===== src/rtl/seqwd_pkg.sv =====
package seqwd_pkg;
  localparam int ADDR_W = 3;
  localparam int DATA_W = 32;
  localparam int KEY_W  = 16;
  localparam int PSEL_W = 3;

  localparam logic [ADDR_W-1:0] A_CTRL  = 3'd0;
  localparam logic [ADDR_W-1:0] A_COUNT = 3'd1;
  localparam logic [ADDR_W-1:0] A_LOAD  = 3'd2;
  localparam logic [ADDR_W-1:0] A_TRIG  = 3'd3;
  localparam logic [ADDR_W-1:0] A_KEY   = 3'd4;

  localparam logic [KEY_W-1:0] K_START1 = 16'hBBBB;
  localparam logic [KEY_W-1:0] K_START2 = 16'h4444;
  localparam logic [KEY_W-1:0] K_STOP1  = 16'hAAAA;
  localparam logic [KEY_W-1:0] K_STOP2  = 16'h5555;

  typedef enum logic [1:0] {
    KS_IDLE      = 2'd0,
    KS_ARM_START = 2'd1,
    KS_ARM_STOP  = 2'd2
  } keyst_e;
endpackage


===== src/rtl/seqwd_keyseq.sv =====
module seqwd_keyseq
  import seqwd_pkg::*;
(
  input  logic             clk_i,
  input  logic             rst_ni,
  input  logic             key_wr_i,
  input  logic [KEY_W-1:0] key_i,
  output logic             start_o,
  output logic             run_o
);
  keyst_e state_q, state_d;
  logic   stop_w;

  assign start_o = key_wr_i && (state_q == KS_ARM_START) && (key_i == K_START2);
  assign stop_w  = key_wr_i && (state_q == KS_ARM_STOP)  && (key_i == K_STOP2);

  always_comb begin
    state_d = state_q;
    if (key_wr_i) begin
      if (key_i == K_START1)     state_d = KS_ARM_START;
      else if (key_i == K_STOP1) state_d = KS_ARM_STOP;
      else                       state_d = KS_IDLE;
    end
  end

  always_ff @(posedge clk_i) begin
    if (!rst_ni) begin
      state_q <= KS_IDLE;
      run_o   <= 1'b0;
    end else begin
      state_q <= state_d;
      if (start_o)     run_o <= 1'b1;
      else if (stop_w) run_o <= 1'b0;
    end
  end

  // A pending sequence survives only until the next key write
  AST_ARM_CONSUMED: assert property (@(posedge clk_i) disable iff (!rst_ni)
    (key_wr_i && key_i != K_START1 && key_i != K_STOP1) |=> (state_q == KS_IDLE));
endmodule


===== src/rtl/seqwd_prescale.sv =====
module seqwd_prescale
  import seqwd_pkg::*;
(
  input  logic              clk_i,
  input  logic              rst_ni,
  input  logic              run_i,
  input  logic              clr_i,
  input  logic              tick_i,
  input  logic              en_i,
  input  logic [PSEL_W-1:0] psel_i,
  output logic              step_o
);
  localparam int DIV_W = (1 << PSEL_W) - 1;

  logic [DIV_W-1:0] div_q;
  logic [DIV_W-1:0] lim;
  logic             wrap;

  always_comb lim = ~({DIV_W{1'b1}} << psel_i);
  assign wrap   = (div_q == lim);
  assign step_o = run_i && tick_i && (!en_i || wrap);

  always_ff @(posedge clk_i) begin
    if (!rst_ni)                     div_q <= '0;
    else if (clr_i)                  div_q <= '0;
    else if (run_i && tick_i && en_i) div_q <= wrap ? '0 : div_q + 1'b1;
  end

  AST_NO_STEP_STOPPED: assert property (@(posedge clk_i) disable iff (!rst_ni)
    !run_i |-> !step_o);
endmodule


===== src/rtl/seqwd_count.sv =====
module seqwd_count
  import seqwd_pkg::*;
(
  input  logic              clk_i,
  input  logic              rst_ni,
  input  logic              run_i,
  input  logic              step_i,
  input  logic              reload_i,
  input  logic [DATA_W-1:0] load_i,
  output logic [DATA_W-1:0] count_o,
  output logic              req_o
);
  logic top_w;
  assign top_w = &count_o;

  always_ff @(posedge clk_i) begin
    if (!rst_ni) begin
      count_o <= '0;
      req_o   <= 1'b0;
    end else begin
      req_o <= 1'b0;
      if (reload_i) begin
        count_o <= load_i;
      end else if (step_i) begin
        if (top_w) begin
          count_o <= load_i;
          req_o   <= 1'b1;
        end else begin
          count_o <= count_o + 1'b1;
        end
      end
    end
  end

  AST_REQ_NEEDS_RUN: assert property (@(posedge clk_i) disable iff (!rst_ni)
    req_o |-> $past(run_i));
  AST_STOPPED_HOLD: assert property (@(posedge clk_i) disable iff (!rst_ni)
    (!run_i && !reload_i) |=> $stable(count_o));
endmodule


===== src/rtl/seqwd_regs.sv =====
module seqwd_regs
  import seqwd_pkg::*;
(
  input  logic              clk_i,
  input  logic              rst_ni,
  input  logic              wr_en_i,
  input  logic [ADDR_W-1:0] addr_i,
  input  logic [DATA_W-1:0] wdata_i,
  input  logic              run_i,
  input  logic [DATA_W-1:0] count_i,
  output logic              psc_en_o,
  output logic [PSEL_W-1:0] psel_o,
  output logic [DATA_W-1:0] load_o,
  output logic              reload_o,
  output logic              key_wr_o,
  output logic [DATA_W-1:0] rdata_o
);
  localparam int PSC_BIT = 2 + PSEL_W;

  logic [DATA_W-1:0] trig_q;
  logic [KEY_W-1:0]  key_q;
  logic              ctrl_wr;

  assign ctrl_wr  = wr_en_i && (addr_i == A_CTRL) && !run_i;
  assign key_wr_o = wr_en_i && (addr_i == A_KEY);
  assign reload_o = wr_en_i && (addr_i == A_TRIG) && (wdata_i != trig_q);

  always_ff @(posedge clk_i) begin
    if (!rst_ni) begin
      psc_en_o <= 1'b0;
      psel_o   <= '0;
      load_o   <= '0;
      trig_q   <= '0;
      key_q    <= '0;
    end else begin
      if (ctrl_wr) begin
        psc_en_o <= wdata_i[PSC_BIT];
        psel_o   <= wdata_i[2 +: PSEL_W];
      end
      if (wr_en_i && addr_i == A_LOAD) load_o <= wdata_i;
      if (wr_en_i && addr_i == A_TRIG) trig_q <= wdata_i;
      if (key_wr_o)                    key_q  <= wdata_i[KEY_W-1:0];
    end
  end

  always_comb begin
    rdata_o = '0;
    case (addr_i)
      A_CTRL: begin
        rdata_o[PSC_BIT]      = psc_en_o;
        rdata_o[2 +: PSEL_W]  = psel_o;
      end
      A_COUNT: rdata_o = count_i;
      A_LOAD:  rdata_o = load_o;
      A_TRIG:  rdata_o = trig_q;
      A_KEY:   rdata_o[KEY_W-1:0] = key_q;
      default: rdata_o = '0;
    endcase
  end

  AST_CTRL_FROZEN: assert property (@(posedge clk_i) disable iff (!rst_ni)
    run_i |=> ($stable(psc_en_o) && $stable(psel_o)));
endmodule


===== src/rtl/seqwd_top.sv =====
module seqwd_top
  import seqwd_pkg::*;
(
  input  logic              clk_i,
  input  logic              rst_ni,
  input  logic              tick_i,
  input  logic              wr_en_i,
  input  logic [ADDR_W-1:0] addr_i,
  input  logic [DATA_W-1:0] wdata_i,
  output logic [DATA_W-1:0] rdata_o,
  output logic              rst_req_o
);
  logic              run, start, step, reload, key_wr, psc_en;
  logic [PSEL_W-1:0] psel;
  logic [DATA_W-1:0] load, count;

  seqwd_regs u_regs (
    .clk_i(clk_i), .rst_ni(rst_ni), .wr_en_i(wr_en_i), .addr_i(addr_i),
    .wdata_i(wdata_i), .run_i(run), .count_i(count), .psc_en_o(psc_en),
    .psel_o(psel), .load_o(load), .reload_o(reload), .key_wr_o(key_wr),
    .rdata_o(rdata_o)
  );

  seqwd_keyseq u_key (
    .clk_i(clk_i), .rst_ni(rst_ni), .key_wr_i(key_wr),
    .key_i(wdata_i[KEY_W-1:0]), .start_o(start), .run_o(run)
  );

  seqwd_prescale u_psc (
    .clk_i(clk_i), .rst_ni(rst_ni), .run_i(run), .clr_i(start),
    .tick_i(tick_i), .en_i(psc_en), .psel_i(psel), .step_o(step)
  );

  seqwd_count u_cnt (
    .clk_i(clk_i), .rst_ni(rst_ni), .run_i(run), .step_i(step),
    .reload_i(reload), .load_i(load), .count_o(count), .req_o(rst_req_o)
  );

  AST_START_NEEDS_KEY: assert property (@(posedge clk_i) disable iff (!rst_ni)
    $rose(run) |-> $past(wr_en_i && addr_i == A_KEY && wdata_i[KEY_W-1:0] == K_START2));
  AST_STOP_NEEDS_KEY: assert property (@(posedge clk_i) disable iff (!rst_ni)
    $fell(run) |-> $past(wr_en_i && addr_i == A_KEY && wdata_i[KEY_W-1:0] == K_STOP2));
endmodule


===== config.mk =====
export PLATFORM = sky130hd
export DESIGN_NAME = seqwd_top
export DESIGN_NICKNAME = d
export VERILOG_FILES = /design/src/rtl/seqwd_pkg.sv /design/src/rtl/seqwd_keyseq.sv /design/src/rtl/seqwd_prescale.sv /design/src/rtl/seqwd_count.sv /design/src/rtl/seqwd_regs.sv /design/src/rtl/seqwd_top.sv
export SDC_FILE = /design/constraint.sdc
export NUM_CORES = 1
export LEC_CHECK = 0
export BUFFER_PORTS_ARGS = -buffer_cell sky130_fd_sc_hd__clkbuf_2
export CAP_MARGIN = 25
export CORE_MARGIN = 2
export CORE_UTILIZATION = 30
export CTS_CLUSTER_DIAMETER = 100
export DETAILED_ROUTE_END_ITERATION = 16
export PLACE_DENSITY_LB_ADDON = 0.1
export SLEW_MARGIN = 20
export SYNTH_ARGS = -nofsm -noshare
export SYNTH_HDL_FRONTEND = slang
export SYNTH_SLANG_ARGS = --single-unit

===== constraint.sdc =====
create_clock -name clk_i -period 4.69 [get_ports clk_i]
set_input_delay 0.7035 -clock clk_i [delete_from_list [all_inputs] [get_ports clk_i]]
set_output_delay 0.7035 -clock clk_i [all_outputs]
set_load 0.01 [all_outputs]

==> results of run 1 <==
## metal layers
| metal | routed length, um | up-vias | GRT usage, % | share of wire [%] |
|---|---|---|---|---|
| met1 | 12610 | 3175 | 31.91 | 50 |
| met4 | 223 | 0 | 4.325 | 0.88 |
| met5 | 0 | - | 0 | 0 |
| li1 | - | 3241 | - | - |
| met2 | 11460 | 191 | 33.12 | 45 |
| met3 | 1065 | 21 | 3.278 | 4.2 |
## path summary, 6_finish.rpt
check                                       from           endpoint  slack, ns  depth (start not counted)
worst max-delay path                  wdata_i[7]  u_cnt.count_o[21]       1.55                          8
worst min-delay path            u_regs.key_q[12]   u_regs.key_q[12]       0.46                          2
worst max register to register  u_regs.trig_q[7]  u_cnt.count_o[21]       1.72                          7
worst min register to register  u_regs.key_q[12]   u_regs.key_q[12]       0.46                          2
## stage by stage
stage / instances / power [mW] / cell area, um2 / hold slack [ns] / setup slack, ns
final: 1231 / 2.721 / 8095 / 0.4575 / 1.554
after global routing: 1231 / 2.807 / 8095 / 0.4846 / 1.435
after CTS: 1231 / 2.740 / 8095 / 0.4586 / 1.519
after detailed placement: 1199 / 1.344 / 7486 / 0.4499 / 1.094
after global placement: 1199 / 1.345 / 7486 / 0.4480 / 1.147
after floorplan: 892 / 1.254 / 6928 / 0.4285 / 1.982
## cell usage after synthesis, types with 6 or more instances
library cell | count | area (um2)
a21oi_1 | 111 | 555.5
a22oi_1 | 29 | 217.7
and2_1 | 8 | 50.05
and3_1 | 6 | 37.54
buf_2 | 17 | 85.08
clkbuf_1 | 43 | 161.4
dfxtp_1 | 127 | 2542
inv_1 | 12 | 45.04
mux2_2 | 14 | 157.7
mux2i_1 | 38 | 380.4
nand2_1 | 200 | 750.7
nand2b_1 | 9 | 56.30
nand3_1 | 12 | 60.06
nand4_1 | 23 | 143.9
nor2_1 | 59 | 221.5
nor2b_1 | 6 | 37.54
nor3_1 | 8 | 40.04
nor4_1 | 8 | 50.05
o211ai_1 | 6 | 45.04
o21ai_0 | 16 | 80.08
o221a_2 | 7 | 78.83
o22ai_1 | 23 | 143.9
xnor2_1 | 34 | 297.8
xor2_1 | 6 | 52.55
## flip-flops by register name, indices dropped and copies added (netlist names)
name / cells
u_cnt.count_o: 32
u_regs.load_o: 32
u_regs.trig_q: 32
u_regs.key_q: 16
u_psc.div_q: 7
u_regs.psel_o: 3
u_key.state_q: 2
u_cnt.req_o: 1
u_key.run_o: 1
u_regs.psc_en_o: 1
## critical path: stages
cell and delay [ns]:
clkbuf_2 0.17, xnor2_1 0.30, nand4_1 0.17, nor4_1 0.62
a21oi_2 0.33, nor2_4 0.69, mux2i_1 0.18, o221a_2 0.27
## where the power goes
part / internal, mW / switching, mW / leakage [nW]
Combinational: 0.0678 / 0.133 / 1.56
Sequential: 1.10 / 0.0229 / 1.03
Clock: 0.843 / 0.559 / 0.291
Total: 2.01 / 0.714 / 2.88
## kinds of logic (layout without fill, tap and decap cells)
group | count (synthesis) | after routing | synth area share, %
buffers and inverters | 79 | 133 | 4.966
xor gates and xnor gates | 40 | 40 | 5.057
adders and majority gates | 2 | 2 | 0.3611
DFF | 127 | 127 | 36.70
AOI/OAI and AO/OA | 228 | 228 | 20.57
muxes | 53 | 53 | 8.091
and+or+nand+nor | 363 | 363 | 24.26
## area by class of cell
cell class,instances,area [um2]
Fill cell,2374,14550
Tap cell,285,356.6
Clock buffer,17,425.4
Timing Repair Buffer,89,490.5
Multi-Input combinational cell,686,4051
Clock inverter,15,183.9
Sequential cell,127,2542
Inverter,12,45.04
==> flow_metrics.py, run 1 <==
metrics = {
    "run_status": {
        "status": "finished clean",
    },
    "sta": {
        "hold_violations": 0,
        "maxSlewViolCount": 0,
        "fin_setup_tns_ns": 0,
        "finalCriticalPeriod_ns": 3.136,
        "tightest_slew_ns": 0.8073,
        "setup_viol": 0,
        "slew_headroom_pct": 46.18,
        "rsz0062_at_grt": "no",
        "max_freq_mhz": 318.9,
        "timing.final.crit_share_pct": 66.86,
        "fin_skew_ns": 0.01058,
    },
    "global_route": {
        "grt_pass1_wl_mm": 39.68,
        "grt_antenna_before_repair": 0,
        "grt_max_degree": 54,
        "grt_usage_pct": 21.55,
        "overflow": 0,
        "grt_pass1_vias": 6273,
    },
    "synth": {
        "syn_nets": 933,
        "yosys_warnings": 0,
        "ys_async_sr_fraction_pct": 0,
        "synth-edff-count": 0,
        "syn_inst": 892,
        "synth_area_um2": 6928,
        "seq_area_frac_synth_pct": 36.70,
        "ys_types": 66,
        "avgSynthCellArea_um2": 7.767,
        "synth_ff_type": "dfxtp_1",
        "synth_seq_cells": 127,
    },
    "pwr": {
        "total_leakage_power_nw": 2.878,
        "power_density_nw_per_um2": 336.1,
        "peakVddDrop_mv": 0.2275,
    },
    "setup_path": {
        "crit_type": "in2reg",
        "cp-start-kind": "input port",
        "worst-path-max-fanout": 21,
        "setup.worst_path.end_class": "flop",
        "arrival_ns": 3.45,
        "cp.required_ns": 5.00,
    },
    "finish": {
        "fin_util_pct": 35.76,
        "areaGrowthSynthToFinish_pct": 16.85,
        "nets": 974,
        "final_common_cell": "nand2_1",
        "diodes": 0,
        "layout-drive-gt1-share_pct": 16.81,
        "final_cell_mix": "nand2_1 (200), dfxtp_1 (127), a21oi_1 (110)",
    },
    "clock_tree": {
        "postCtsHoldBufs": 0,
        "tritoncts": "built",
        "cts_made_buffers": 17,
        "clk_latency_ns": 0.43,
        "h-tree-depth": 4,
        "root_buffer": "clkbuf_16",
        "path_clk_slew_ns": 0.06,
        "post_cts_buffers": 0,
        "cts_resized": 0,
        "cts.sinks": 127,
        "clock_path_buffers": 2,
    },
    "flow_run": {
        "cap_violations": 0,
    },
    "placement": {
        "dp_hpwl_mm": 18.47,
        "io_buffers": 71,
        "place.gp.congestion": 0.8320,
    },
    "floorplan": {
        "num_rows": 55,
        "coreArea_um2": 22640,
        "die-area_um2": 24330,
        "die_h_um": 156.0,
        "start_util_pct": 30.60,
        "die_w_um": 156.0,
        "ioPinCount": 72,
    },
    "drt": {
        "wire_per_inst_um": 20.60,
        "drtAntennaViolNets": 0,
        "first_pass_iters": 5,
        "vias": 6628,
        "wirelength_mm": 25.35,
        "drt_iter0_markers": 551,
        "drc": 0,
        "viasPerCell": 5.384,
    },
    "hold_path": {
        "min_path_type": "reg2reg",
    },
}
Note: power is estimated with default switching activity, not from simulation.
==> inputs of run 2 (changes only) <==
==> constraint.sdc (replaced) <==
create_clock -name clk_i -period 3.13 [get_ports clk_i]
set_input_delay 0.4695 -clock clk_i [delete_from_list [all_inputs] [get_ports clk_i]]
set_output_delay 0.4695 -clock clk_i [all_outputs]
set_load 0.01 [all_outputs]
==> flow_metrics.py, run 2 (synthesis gave the netlist of run 1 again) <==
metrics = {
    "run_status": {
        "status": "finished clean",
    },
    "sta": {
        "worst_slack_ns": 0.3865,
        "timing.final.crit_share_pct": 87.65,
        "hold_violations": 0,
        "max_freq_mhz": 364.5,
        "tightest_slew_ns": 0.7543,
        "timing.hold.ws_ns": 0.2962,
        "maxSlewViolCount": 0,
        "fin_setup_tns_ns": 0,
        "setup_viol": 0,
        "finalCriticalPeriod_ns": 2.743,
        "rsz0062_at_grt": "no",
        "fin_skew_ns": 0.008767,
        "slew_headroom_pct": 49.71,
    },
    "clock_tree": {
        "cts.sinks": 127,
        "h-tree-depth": 4,
        "tritoncts": "built",
        "post_cts_buffers": 0,
        "clock_path_buffers": 2,
        "root_buffer": "clkbuf_16",
        "cts_made_buffers": 17,
        "cts_resized": 0,
        "path_clk_slew_ns": 0.07,
        "clk_latency_ns": 0.43,
        "postCtsHoldBufs": 0,
    },
    "floorplan": {
        "num_rows": 55,
        "die_w_um": 156.0,
        "ioPinCount": 72,
        "die-area_um2": 24330,
        "die_h_um": 156.0,
        "start_util_pct": 30.60,
        "coreArea_um2": 22640,
    },
    "drt": {
        "drc": 0,
        "viasPerCell": 5.387,
        "drt_iter0_markers": 485,
        "vias": 6712,
        "first_pass_iters": 5,
        "wire_per_inst_um": 20.71,
        "wirelength_mm": 25.81,
        "drtAntennaViolNets": 0,
    },
    "global_route": {
        "grt_usage_pct": 21.58,
        "grt_max_degree": 92,
        "grt_pass1_vias": 6324,
        "grt_pass1_wl_mm": 39.60,
        "grt_antenna_before_repair": 0,
        "overflow": 0,
    },
    "finish": {
        "final_area_um2": 8237,
        "reg_top3": "u_cnt.count_o: 32 flops, u_regs.load_o: 32 flops, u_regs.trig_q: 32 flops",
        "areaGrowthSynthToFinish_pct": 18.89,
        "finalNonFillerCells": 1246,
        "final_cell_mix": "nand2_1 (200), dfxtp_1 (127), a21oi_1 (110)",
        "nFillCells": 2363,
        "diodes": 0,
        "layout-drive-gt1-share_pct": 18.11,
        "fin_util_pct": 36.38,
        "final_common_cell": "nand2_1",
        "nets": 989,
    },
    "pwr": {
        "switching_power_mw": 1.116,
        "p_sw_share_pct": 27.40,
        "seqPwrFrac_pct": 41.2,
        "power_frac_comb_pct": 7.8,
        "power_density_nw_per_um2": 494.5,
        "power.share.clock_pct": 51.0,
        "total_power_mw": 4.073,
        "p_int_mw": 2.957,
        "total_leakage_power_nw": 2.954,
        "peakVddDrop_mv": 0.3940,
    },
    "hold_path": {
        "min_path_type": "in2reg",
    },
    "setup_path": {
        "crit_path_max_incr_delay_ns": 0.48,
        "path_buf_inv": 1,
        "endpoint": "u_cnt.count_o[12]",
        "crit_path_top_delay_cell": "nor4_1",
        "critPathLaunch": "u_regs.trig_q[9]",
        "reg2regPathDepth": 8,
        "arrival_ns": 3.06,
        "cp-start-kind": "flop",
        "reg2reg_setup_slack_ns": 0.39,
        "cp_num_cells": 8,
        "path_delay_family": "simple AND/OR/NAND/NOR gates",
        "crit_type": "reg2reg",
        "setup.worst_path.end_class": "flop",
        "reg2reg_to": "u_cnt.count_o[12]",
        "cp.required_ns": 3.45,
        "reg2reg_from": "u_regs.trig_q[9]",
        "worst-path-max-fanout": 12,
        "crit_chain": "xnor2_1 > nand4_1 > nor4_1 > a21oi_2 > nor2b_1 > buf_4 > nor3_2 > a22o_1",
    },
    "placement": {
        "dp_hpwl_mm": 18.75,
        "io_buffers": 71,
        "place.gp.congestion": 0.8399,
        "postPlaceCellArea_um2": 7636,
        "placed_cells": 1214,
        "preCtsSetupSlack_ns": 0.06665,
    },
    "flow_run": {
        "cap_violations": 0,
    },
}
## run 2: cell count changes in the layout (fill, tap and decap cells not counted), sizes merged
cell / before / now
buf: 18 / 33
inv: 16 / 20
clkinv: 5 / 2
bufinv: 3 / 2
## run 2: final cells by class
cell class	instances	area, um2	share of cell area, %
clock inverter	15	175.2	2.127
tap	285	356.6	4.329
clock buffer	17	425.4	5.165
inverter	12	45.04	0.5469
sequential	127	2542	30.87
multi-input combinational	686	4051	49.19
timing repair buffer	104	640.6	7.778
## run 2: metal layers
| layer | vias up | share of wire, % | track usage [%] |
|---|---|---|---|
| li1 | 3272 | - | - |
| met3 | 26 | 3.8 | 2.583 |
| met1 | 3224 | 50 | 31.82 |
| met4 | 0 | 1.6 | 6.728 |
| met2 | 190 | 44 | 32.70 |
| met5 | - | 0 | 0 |
## run 2: worst min-delay path, cell delays in order
cell,delay [ns]
clkbuf_2,0.11
nand2_1,0.06
a21oi_1,0.05
## run 2: how the worst min path moves through the flow
stage	startpoint	end	slack, ns	depth (start not counted)
5_1_grt	wdata_i[25]	u_regs.trig_q[25]	0.31	3
6_report	wdata_i[31]	u_regs.trig_q[31]	0.30	3
2_1_floorplan	u_key.state_q[1]	u_key.run_o	0.43	1
4_1_cts	wdata_i[25]	u_regs.load_o[25]	0.28	3
3_3_place_gp	u_regs.key_q[4]	u_regs.key_q[4]	0.44	2
3_5_place_dp	u_regs.key_q[14]	u_regs.key_q[14]	0.45	2
## run 2: power groups by stage
stage                     sequential, mW  combinational, mW  clock, mW
after floorplan                     1.70              0.183          0
final                               1.68              0.317       2.08
after global routing                1.68              0.341       2.17
after global placement              1.71              0.317          0
after detailed placement            1.71              0.317          0
after CTS                           1.68              0.318       2.10
